===== src/rtl/geo_pkg.sv =====
package geo_pkg;

  // Which of the two stream operations a stage applies.
  typedef enum logic {
    GEO_DILATE = 1'b0,
    GEO_ERODE  = 1'b1
  } geo_mode_e;

  // Selection rule of a two-input rank cell: dilation keeps the larger
  // operand, erosion keeps the smaller one.
  function automatic logic keep_first(input logic first_larger, input geo_mode_e mode);
    return (mode == GEO_ERODE) ? !first_larger : first_larger;
  endfunction

endpackage


===== src/rtl/geo_line_buf.sv =====
// Circular one-line delay: the word read at an enabled cycle is the one
// written len enabled cycles earlier.
module geo_line_buf #(
  parameter int W     = 8,
  parameter int DEPTH = 64,
  parameter int LW    = 7
) (
  input  logic          clk,
  input  logic          rst_n,
  input  logic          en,
  input  logic [LW-1:0] len,
  input  logic [W-1:0]  wr_data,
  output logic [W-1:0]  rd_data
);
  localparam int AW = (DEPTH > 1) ? $clog2(DEPTH) : 1;

  logic [W-1:0]  mem [DEPTH];
  logic [AW-1:0] ptr;
  logic          wrap;

  assign wrap    = (LW'(ptr) + LW'(1)) >= len;
  assign rd_data = mem[ptr];

  always_ff @(posedge clk) begin
    if (!rst_n) begin
      ptr <= '0;
    end else if (en) begin
      ptr <= wrap ? '0 : ptr + AW'(1);
    end
  end

  always_ff @(posedge clk) begin
    if (en) mem[ptr] <= wr_data;
  end
endmodule


===== src/rtl/geo_raster_ctl.sv =====
// Raster bookkeeping of the stage: input position, the column of the
// horizontal window centre, the output position, the fill lag and the
// end-of-frame flush.
module geo_raster_ctl #(
  parameter int MAX_WIDTH  = 64,
  parameter int MAX_HEIGHT = 1024,
  localparam int CW = $clog2(MAX_WIDTH + 1),
  localparam int RW = $clog2(MAX_HEIGHT + 1)
) (
  input  logic          clk,
  input  logic          rst_n,
  input  logic          adv,
  input  logic          take,
  input  logic [CW-1:0] cfg_width,
  input  logic [RW-1:0] cfg_height,
  output logic          col_first,
  output logic          col_last,
  output logic          row_top,
  output logic          row_bot,
  output logic          emit,
  output logic          flushing
);
  localparam int SW = $clog2(MAX_WIDTH + 2);

  logic [CW-1:0] in_col, ctr_col, out_col;
  logic [RW-1:0] in_row, out_row;
  logic [SW-1:0] seen;
  logic          in_col_end, in_row_end, out_col_end, out_row_end;
  logic          seen_full, out_last;

  assign in_col_end  = in_col  == (cfg_width  - CW'(1));
  assign in_row_end  = in_row  == (cfg_height - RW'(1));
  assign out_col_end = out_col == (cfg_width  - CW'(1));
  assign out_row_end = out_row == (cfg_height - RW'(1));
  assign seen_full   = seen == (SW'(cfg_width) + SW'(1));
  assign out_last    = out_col_end && out_row_end;

  assign emit      = adv && seen_full;
  assign col_first = ctr_col == '0;
  assign col_last  = ctr_col == (cfg_width - CW'(1));
  assign row_top   = out_row == '0;
  assign row_bot   = out_row_end;

  always_ff @(posedge clk) begin
    if (!rst_n) begin
      in_col   <= '0;
      in_row   <= '0;
      ctr_col  <= '0;
      out_col  <= '0;
      out_row  <= '0;
      seen     <= '0;
      flushing <= 1'b0;
    end else begin
      if (take) begin
        if (in_col_end) begin
          in_col <= '0;
          in_row <= in_row_end ? '0 : in_row + RW'(1);
        end else begin
          in_col <= in_col + CW'(1);
        end
      end

      if (adv) begin
        ctr_col <= take ? in_col : '0;
        if (emit && out_last) seen <= '0;
        else if (!seen_full)  seen <= seen + SW'(1);
      end

      if (emit) begin
        if (out_col_end) begin
          out_col <= '0;
          out_row <= out_row_end ? '0 : out_row + RW'(1);
        end else begin
          out_col <= out_col + CW'(1);
        end
      end

      if (take && in_col_end && in_row_end) flushing <= 1'b1;
      else if (emit && out_last)            flushing <= 1'b0;
    end
  end
endmodule


===== src/rtl/geo_recon_stage.sv =====
module geo_recon_stage #(
  parameter int PIX_W      = 8,
  parameter int MAX_WIDTH  = 64,
  parameter int MAX_HEIGHT = 1024,
  localparam int CW = $clog2(MAX_WIDTH + 1),
  localparam int RW = $clog2(MAX_HEIGHT + 1)
) (
  input  logic             clk,
  input  logic             rst_n,
  input  logic [CW-1:0]    cfg_width,
  input  logic [RW-1:0]    cfg_height,
  input  logic             cfg_erode,
  input  logic             in_valid,
  output logic             in_ready,
  input  logic [PIX_W-1:0] in_marker,
  input  logic [PIX_W-1:0] in_mask,
  input  logic             in_sof,
  input  logic             in_eol,
  output logic             out_valid,
  input  logic             out_ready,
  output logic [PIX_W-1:0] out_marker,
  output logic [PIX_W-1:0] out_mask,
  output logic             out_sof,
  output logic             out_eol
);
  import geo_pkg::*;

  localparam int LB1_W = 2 * PIX_W + 2;

  geo_mode_e mode;
  assign mode = geo_mode_e'(cfg_erode);

  function automatic logic [PIX_W-1:0] rank2(input logic [PIX_W-1:0] p,
                                             input logic [PIX_W-1:0] q,
                                             input geo_mode_e m);
    return keep_first(p > q, m) ? p : q;
  endfunction

  logic             out_space, take, adv, emit, flushing;
  logic             col_first, col_last, row_top, row_bot;
  logic [PIX_W-1:0] pad, x_mk;
  logic [PIX_W-1:0] a_mk, b_mk, a_msk;
  logic             a_sof, a_eol;
  logic [PIX_W-1:0] h_new, v_mid, v_top, d_msk, v_res, nxt_mk;
  logic             d_sof, d_eol;
  logic [LB1_W-1:0] lb1_wr, lb1_rd;

  // Handshake: the whole stage advances as one; a held output freezes it.
  assign out_space = !out_valid || out_ready;
  assign in_ready  = !flushing && out_space;
  assign take      = in_valid && in_ready;
  assign adv       = out_space && (flushing || in_valid);

  assign pad  = {PIX_W{cfg_erode}};
  assign x_mk = take ? in_marker : pad;

  geo_raster_ctl #(
    .MAX_WIDTH (MAX_WIDTH),
    .MAX_HEIGHT(MAX_HEIGHT)
  ) u_ctl (
    .clk       (clk),
    .rst_n     (rst_n),
    .adv       (adv),
    .take      (take),
    .cfg_width (cfg_width),
    .cfg_height(cfg_height),
    .col_first (col_first),
    .col_last  (col_last),
    .row_top   (row_top),
    .row_bot   (row_bot),
    .emit      (emit),
    .flushing  (flushing)
  );

  // Horizontal run: window centre is the previous slot (register a).
  always_ff @(posedge clk) begin
    if (!rst_n) begin
      a_mk  <= '0;
      b_mk  <= '0;
      a_msk <= '0;
      a_sof <= 1'b0;
      a_eol <= 1'b0;
    end else if (adv) begin
      b_mk  <= a_mk;
      a_mk  <= x_mk;
      a_msk <= take ? in_mask : '0;
      a_sof <= take && in_sof;
      a_eol <= take && in_eol;
    end
  end

  assign h_new = rank2(rank2(col_first ? pad : b_mk, a_mk, mode),
                       col_last ? pad : x_mk, mode);

  // Vertical run: first buffer also carries mask and flags of the same
  // pixel so they come out with the same one-line-plus-one delay.
  assign lb1_wr = {h_new, a_msk, a_sof, a_eol};

  geo_line_buf #(
    .W    (LB1_W),
    .DEPTH(MAX_WIDTH),
    .LW   (CW)
  ) u_lb_near (
    .clk    (clk),
    .rst_n  (rst_n),
    .en     (adv),
    .len    (cfg_width),
    .wr_data(lb1_wr),
    .rd_data(lb1_rd)
  );

  assign {v_mid, d_msk, d_sof, d_eol} = lb1_rd;

  geo_line_buf #(
    .W    (PIX_W),
    .DEPTH(MAX_WIDTH),
    .LW   (CW)
  ) u_lb_far (
    .clk    (clk),
    .rst_n  (rst_n),
    .en     (adv),
    .len    (cfg_width),
    .wr_data(v_mid),
    .rd_data(v_top)
  );

  assign v_res  = rank2(rank2(row_top ? pad : v_top, v_mid, mode),
                        row_bot ? pad : h_new, mode);
  // Clip against the mask with the opposite rank of the window.
  assign nxt_mk = rank2(d_msk, v_res, (mode == GEO_ERODE) ? GEO_DILATE : GEO_ERODE);

  always_ff @(posedge clk) begin
    if (!rst_n) begin
      out_valid  <= 1'b0;
      out_marker <= '0;
      out_mask   <= '0;
      out_sof    <= 1'b0;
      out_eol    <= 1'b0;
    end else if (adv) begin
      out_valid <= emit;
      if (emit) begin
        out_marker <= nxt_mk;
        out_mask   <= d_msk;
        out_sof    <= d_sof;
        out_eol    <= d_eol;
      end
    end else if (out_ready) begin
      out_valid <= 1'b0;
    end
  end
endmodule


===== config.mk =====
export PLATFORM = sky130hd
export DESIGN_NAME = geo_recon_stage
export DESIGN_NICKNAME = d
export VERILOG_FILES = /design/src/rtl/geo_pkg.sv /design/src/rtl/geo_line_buf.sv /design/src/rtl/geo_raster_ctl.sv /design/src/rtl/geo_recon_stage.sv
export SDC_FILE = /design/constraint.sdc
export NUM_CORES = 2
export LEC_CHECK = 0
export ABC_AREA = 0
export BUFFER_PORTS_ARGS = -buffer_cell sky130_fd_sc_hd__buf_2
export CORE_MARGIN = 4
export CORE_UTILIZATION = 51
export CTS_CLUSTER_DIAMETER = 200
export CTS_CLUSTER_SIZE = 28
export DETAILED_ROUTE_END_ITERATION = 8
export PLACE_DENSITY = 0.77
export SYNTH_ARGS = -nofsm -noshare
export SYNTH_HDL_FRONTEND = slang
export SYNTH_HIERARCHICAL = 1
export SYNTH_SLANG_ARGS = --single-unit

===== constraint.sdc =====
create_clock -name clk -period 10.5 [get_ports clk]
set_input_delay 2.1 -clock clk [delete_from_list [all_inputs] [get_ports clk]]
set_output_delay 2.1 -clock clk [all_outputs]
set_load 0.03 [all_outputs]

==> impl_results.md <==
- Outcome: complete, but fails checks
- Failing checks: DRC
- Clk network pwr share: 0.254
- PnR Total Power: around 13 mW
- Initial drt markers: approximately 4600
- # clock sinks: 1784
- Final setup margin: approximately 610 ps
- Nets: a little over 4000
- Worst setup path startpoint: cfg_erode
- Critical Path End: out_marker[5]
- Layout Area Growth over Synthesis: 6.52%
- Worst vdd ir: 204 uV
- Fin cells: between 5000 and 6000
- Place WS: -216 ps
- Hold crit path type: register to register
- Antenna violations before repair: 7
- Share of cells above drive strength 1: 0.208
- Vias/cell: between 6 and 7
- P_sw: 3.19 mW
- FF-to-FF path depth: 37
- Sequential area share after synthesis: 0.717
- Hold WS: ~480 ps
- Critical path required time: around 11000 ps
- RSZ-0062 raised after global routing: no
- Syn_nets: approximately 4100
- Max FO, Critical Path: 9
- Setup crit end kind: register
- Final HPWL DP: slightly above 100000 um
- IO Pins: between 60 and 70
- Critical path data arrival time: about 11000 ps
- Reg2reg start: u_ctl/ctr_col[2]
- Multi-input logic area: around 0.02 mm^2
- Post-synth EDFFs: roughly 1700
- Delay of the slowest cell on the worst path: 630 ps
- Die Width: 386 um
- Comb pwr share: 0.127
- CTS tree: built
- Min cycle time layout: 9890 ps
- Static leakage: roughly 24 nW
- Row count: ~140
- Setup tns final: 0 ps
- Worst Max-Slew Pin Slew: 1320 ps
- Final count of negative-setup-slack endpoints: 0
- Max-Cap Viols: 0
- Per-cell routed wire length: 28.0 um
- Mapped Area: roughly 0.073 mm^2
- Pin count of the biggest net entering global routing: between 70 and 80
- Routed vias: approximately 38000
- Pint: 9.98 mW
- Initial Utilization: 0.515
- Clock Pin Slew Worst Setup and Hold Paths: between 100 and 150 ps
- Routability Congestion: 0.944
- Die area: around 0.15 mm^2
- Deepest clock path buffer count: 3
- #FFs+latches synth: around 1800
- Post-synthesis cell type count: around 110
- Reg power frac: 0.618
- Worst skew pair latency: around 700 ps
- Switching Share: 0.242
- ANT nets after route: 0
- Reg-to-Reg End: out_marker[5]
- Rel. slew slack: 0.122
- Fillers: approximately 11000
- Ys async rst share: 0
- Final hold viol count: 0
- First-pass GRT wire length: 249000 um
- Synth Instances: around 4000
- Fmax: between 0.1 and 0.15 GHz
- DIE HEIGHT: a little under 400 um
- Syn avg cell area: 18.2 um^2
- Placed cell count: roughly 5900
- Part of the cycle the worst path needs: 0.942
- Tot GR Track Use: 0.220
- Max stage delay cell, worst path: xnor2_1
- Root Driver: clkbuf_16
- Vias in the first global route: ~37000
- Fin util: 0.548
- Max H-tree Level: 3
- Routed wire length: around 170000 um
- Cell area after layout: between 0.07 and 0.08 mm^2
- Most used cell, CP: ha_1
- Sequential standard cell area: 0.0524 mm^2
- Predominant post-synthesis flop cell: edfxtp_1
- Core area: between 0.1 and 0.15 mm^2
- DP Area: 0.0757 mm^2
- IO buf count: 60
- Setup crit start kind: primary input
- Total CTS buffers: 73
- Crit Path Class: primary input to register
- GR Overflow Total: 0
- Ys Warns: 6
- Max Clock Skew: roughly 43 ps
- P per Cell Area: about 170 mW/mm^2
- Reg2Reg Setup Slack: approximately 700 ps
- First-pass DRT Iterations: 8
- Drc violations: 2
- Fin. max-slew vios: 0
## cell families (layout without fill, tap and decap cells)
kind of cell | Yosys count | in the layout | share of synthesized area
xor+xnor | 94 | 94 | 0.0127
other cells | 0 | 3 | 0
buf+inv | 287 | 350 | 0.0198
compound gates | 520 | 520 | 0.0494
fa+ha+maj | 66 | 66 | 0.0113
flops | 1784 | 1784 | 0.717
simple gates | 791 | 791 | 0.0556
mux | 471 | 471 | 0.134
## cells in the final DEF (no fill, tap or decap), types with 14 or more instances in the layout
cell and count:
dfxtp_1 103, a211oi_1 20, xnor2_1 47, clkbuf_1 20, o22ai_1 40, a21boi_0 31
buf_2 60, nand2_1 145, nor3_1 48, nand2b_1 36, a31oi_1 16, nor2_2 48
ha_1 65, nand3_1 71, nor4_1 29, clkbuf_16 75, a22oi_1 89, nor2b_1 51
o211ai_1 19, xor2_1 38, buf_4 117, o21ai_0 50, nor2_1 201, and2_1 15
mux2i_1 43, nand4_1 36, edfxtp_1 1664, inv_1 56, o221ai_1 14, mux4_2 400
o32ai_1 14, or4_1 17, a21o_1 16, mux2_2 24, a21oi_1 122
## registers in the layout, indices dropped and copies added, names as in the netlist, named ones only
register        cells
a_eol               1
a_mk                8
a_msk               8
a_sof               1
b_mk                8
out_eol             1
out_marker          8
out_mask            8
out_sof             1
out_valid           1
u_ctl/ctr_col       7
u_ctl/flushing      1
u_ctl/in_col        7
u_ctl/in_row       11
u_ctl/out_col       7
u_ctl/out_row      11
u_ctl/seen          7
u_lb_far/mem      512
u_lb_far/ptr        6
u_lb_near/mem    1152
u_lb_near/ptr       6
## power groups by stage
stage,registers (mW),clock network (mW),logic [mW]
4_1_cts,8.15,3.42,1.65
3_5_place_dp,8.31,0,1.65
5_1_grt,8.16,3.70,1.81
6_report,8.15,3.35,1.68
3_3_place_gp,8.30,0,1.60
2_1_floorplan,8.30,0,1.10
## final cells by class
class                      instances  share of cell area
inverter                          65             0.00315
timing repair buffer             184              0.0169
antenna                            3           0.0000965
clock inverter                     6             0.00101
clock buffer                      95              0.0251
tap                             1890              0.0304
sequential                      1784               0.673
multi-input combinational       1942               0.250
## synthesized netlist by cell type, drive strengths merged, types with 7 or more instances
master | instances | area, um^2
o32ai | 14 | 123
o21ai | 64 | 324
mux2 | 24 | 270
a22oi | 90 | 681
a211oi | 22 | 175
buf | 124 | 825
a311oi | 8 | 88.8
mux2i | 43 | 430
nor2 | 251 | 973
xnor2 | 47 | 412
edfxtp | 1664 | 50000
or2 | 10 | 62.6
a21boi | 33 | 251
nor2b | 53 | 332
and2 | 15 | 93.8
a31o | 8 | 70.1
o221ai | 17 | 168
a21o | 18 | 138
a31oi | 19 | 138
inv | 63 | 236
dfxtp | 120 | 2400
ha | 65 | 813
xor2 | 40 | 358
or3b | 8 | 70.1
nand3 | 72 | 365
nand2b | 37 | 234
nor3 | 54 | 298
nand4b | 7 | 67.6
clkbuf | 97 | 369
mux4 | 404 | 9110
nor4 | 32 | 228
nand4 | 36 | 225
o22ai | 45 | 294
o31ai | 8 | 65.1
nand2 | 148 | 568
nand3b | 11 | 82.6
a21oi | 123 | 627
o211ai | 19 | 143
or4 | 24 | 188
## routing by layer
layer / vias to the layer above / routed length (um) / track usage / share of wire
met3: 284 / 14300 / 0.0348 / 0.086
met4: 4 / 6220 / 0.0756 / 0.037
met5: - / 30 / 0 / 0.00018
met1: 19900 / 65800 / 0.314 / 0.39
li1: 16200 / - / - / -
met2: 1933 / 80900 / 0.349 / 0.48
## worst max-delay path: cells and delay by family
family / cells / cell delay, ps
buffers and inverters: 2 / 380
AOI/OAI and AO/OA: 13 / 3130
adders and majority gates: 4 / 1160
and+or+nand+nor: 14 / 3090
xor gates and xnor gates: 1 / 630
## worst min-delay path by stage
stage / end / slack, ps / cells past startpoint / from
2_1_floorplan: b_mk[2] / 440 / 2 / b_mk[2]
3_5_place_dp: out_mask[2] / 470 / 2 / out_mask[2]
4_1_cts: out_mask[2] / 480 / 2 / out_mask[2]
6_report: out_mask[2] / 480 / 2 / out_mask[2]
5_1_grt: out_mask[2] / 510 / 2 / out_mask[2]
3_3_place_gp: out_eol / 460 / 2 / out_eol
## timing repair
item / in CTS / in global routing
endpoints found under the setup margin: 0 / 8
hold buffers: 0 / 0
setup buffers: 0 / 6
gates resized for setup: 0 / 3
Power figures use the tool's default switching activity.
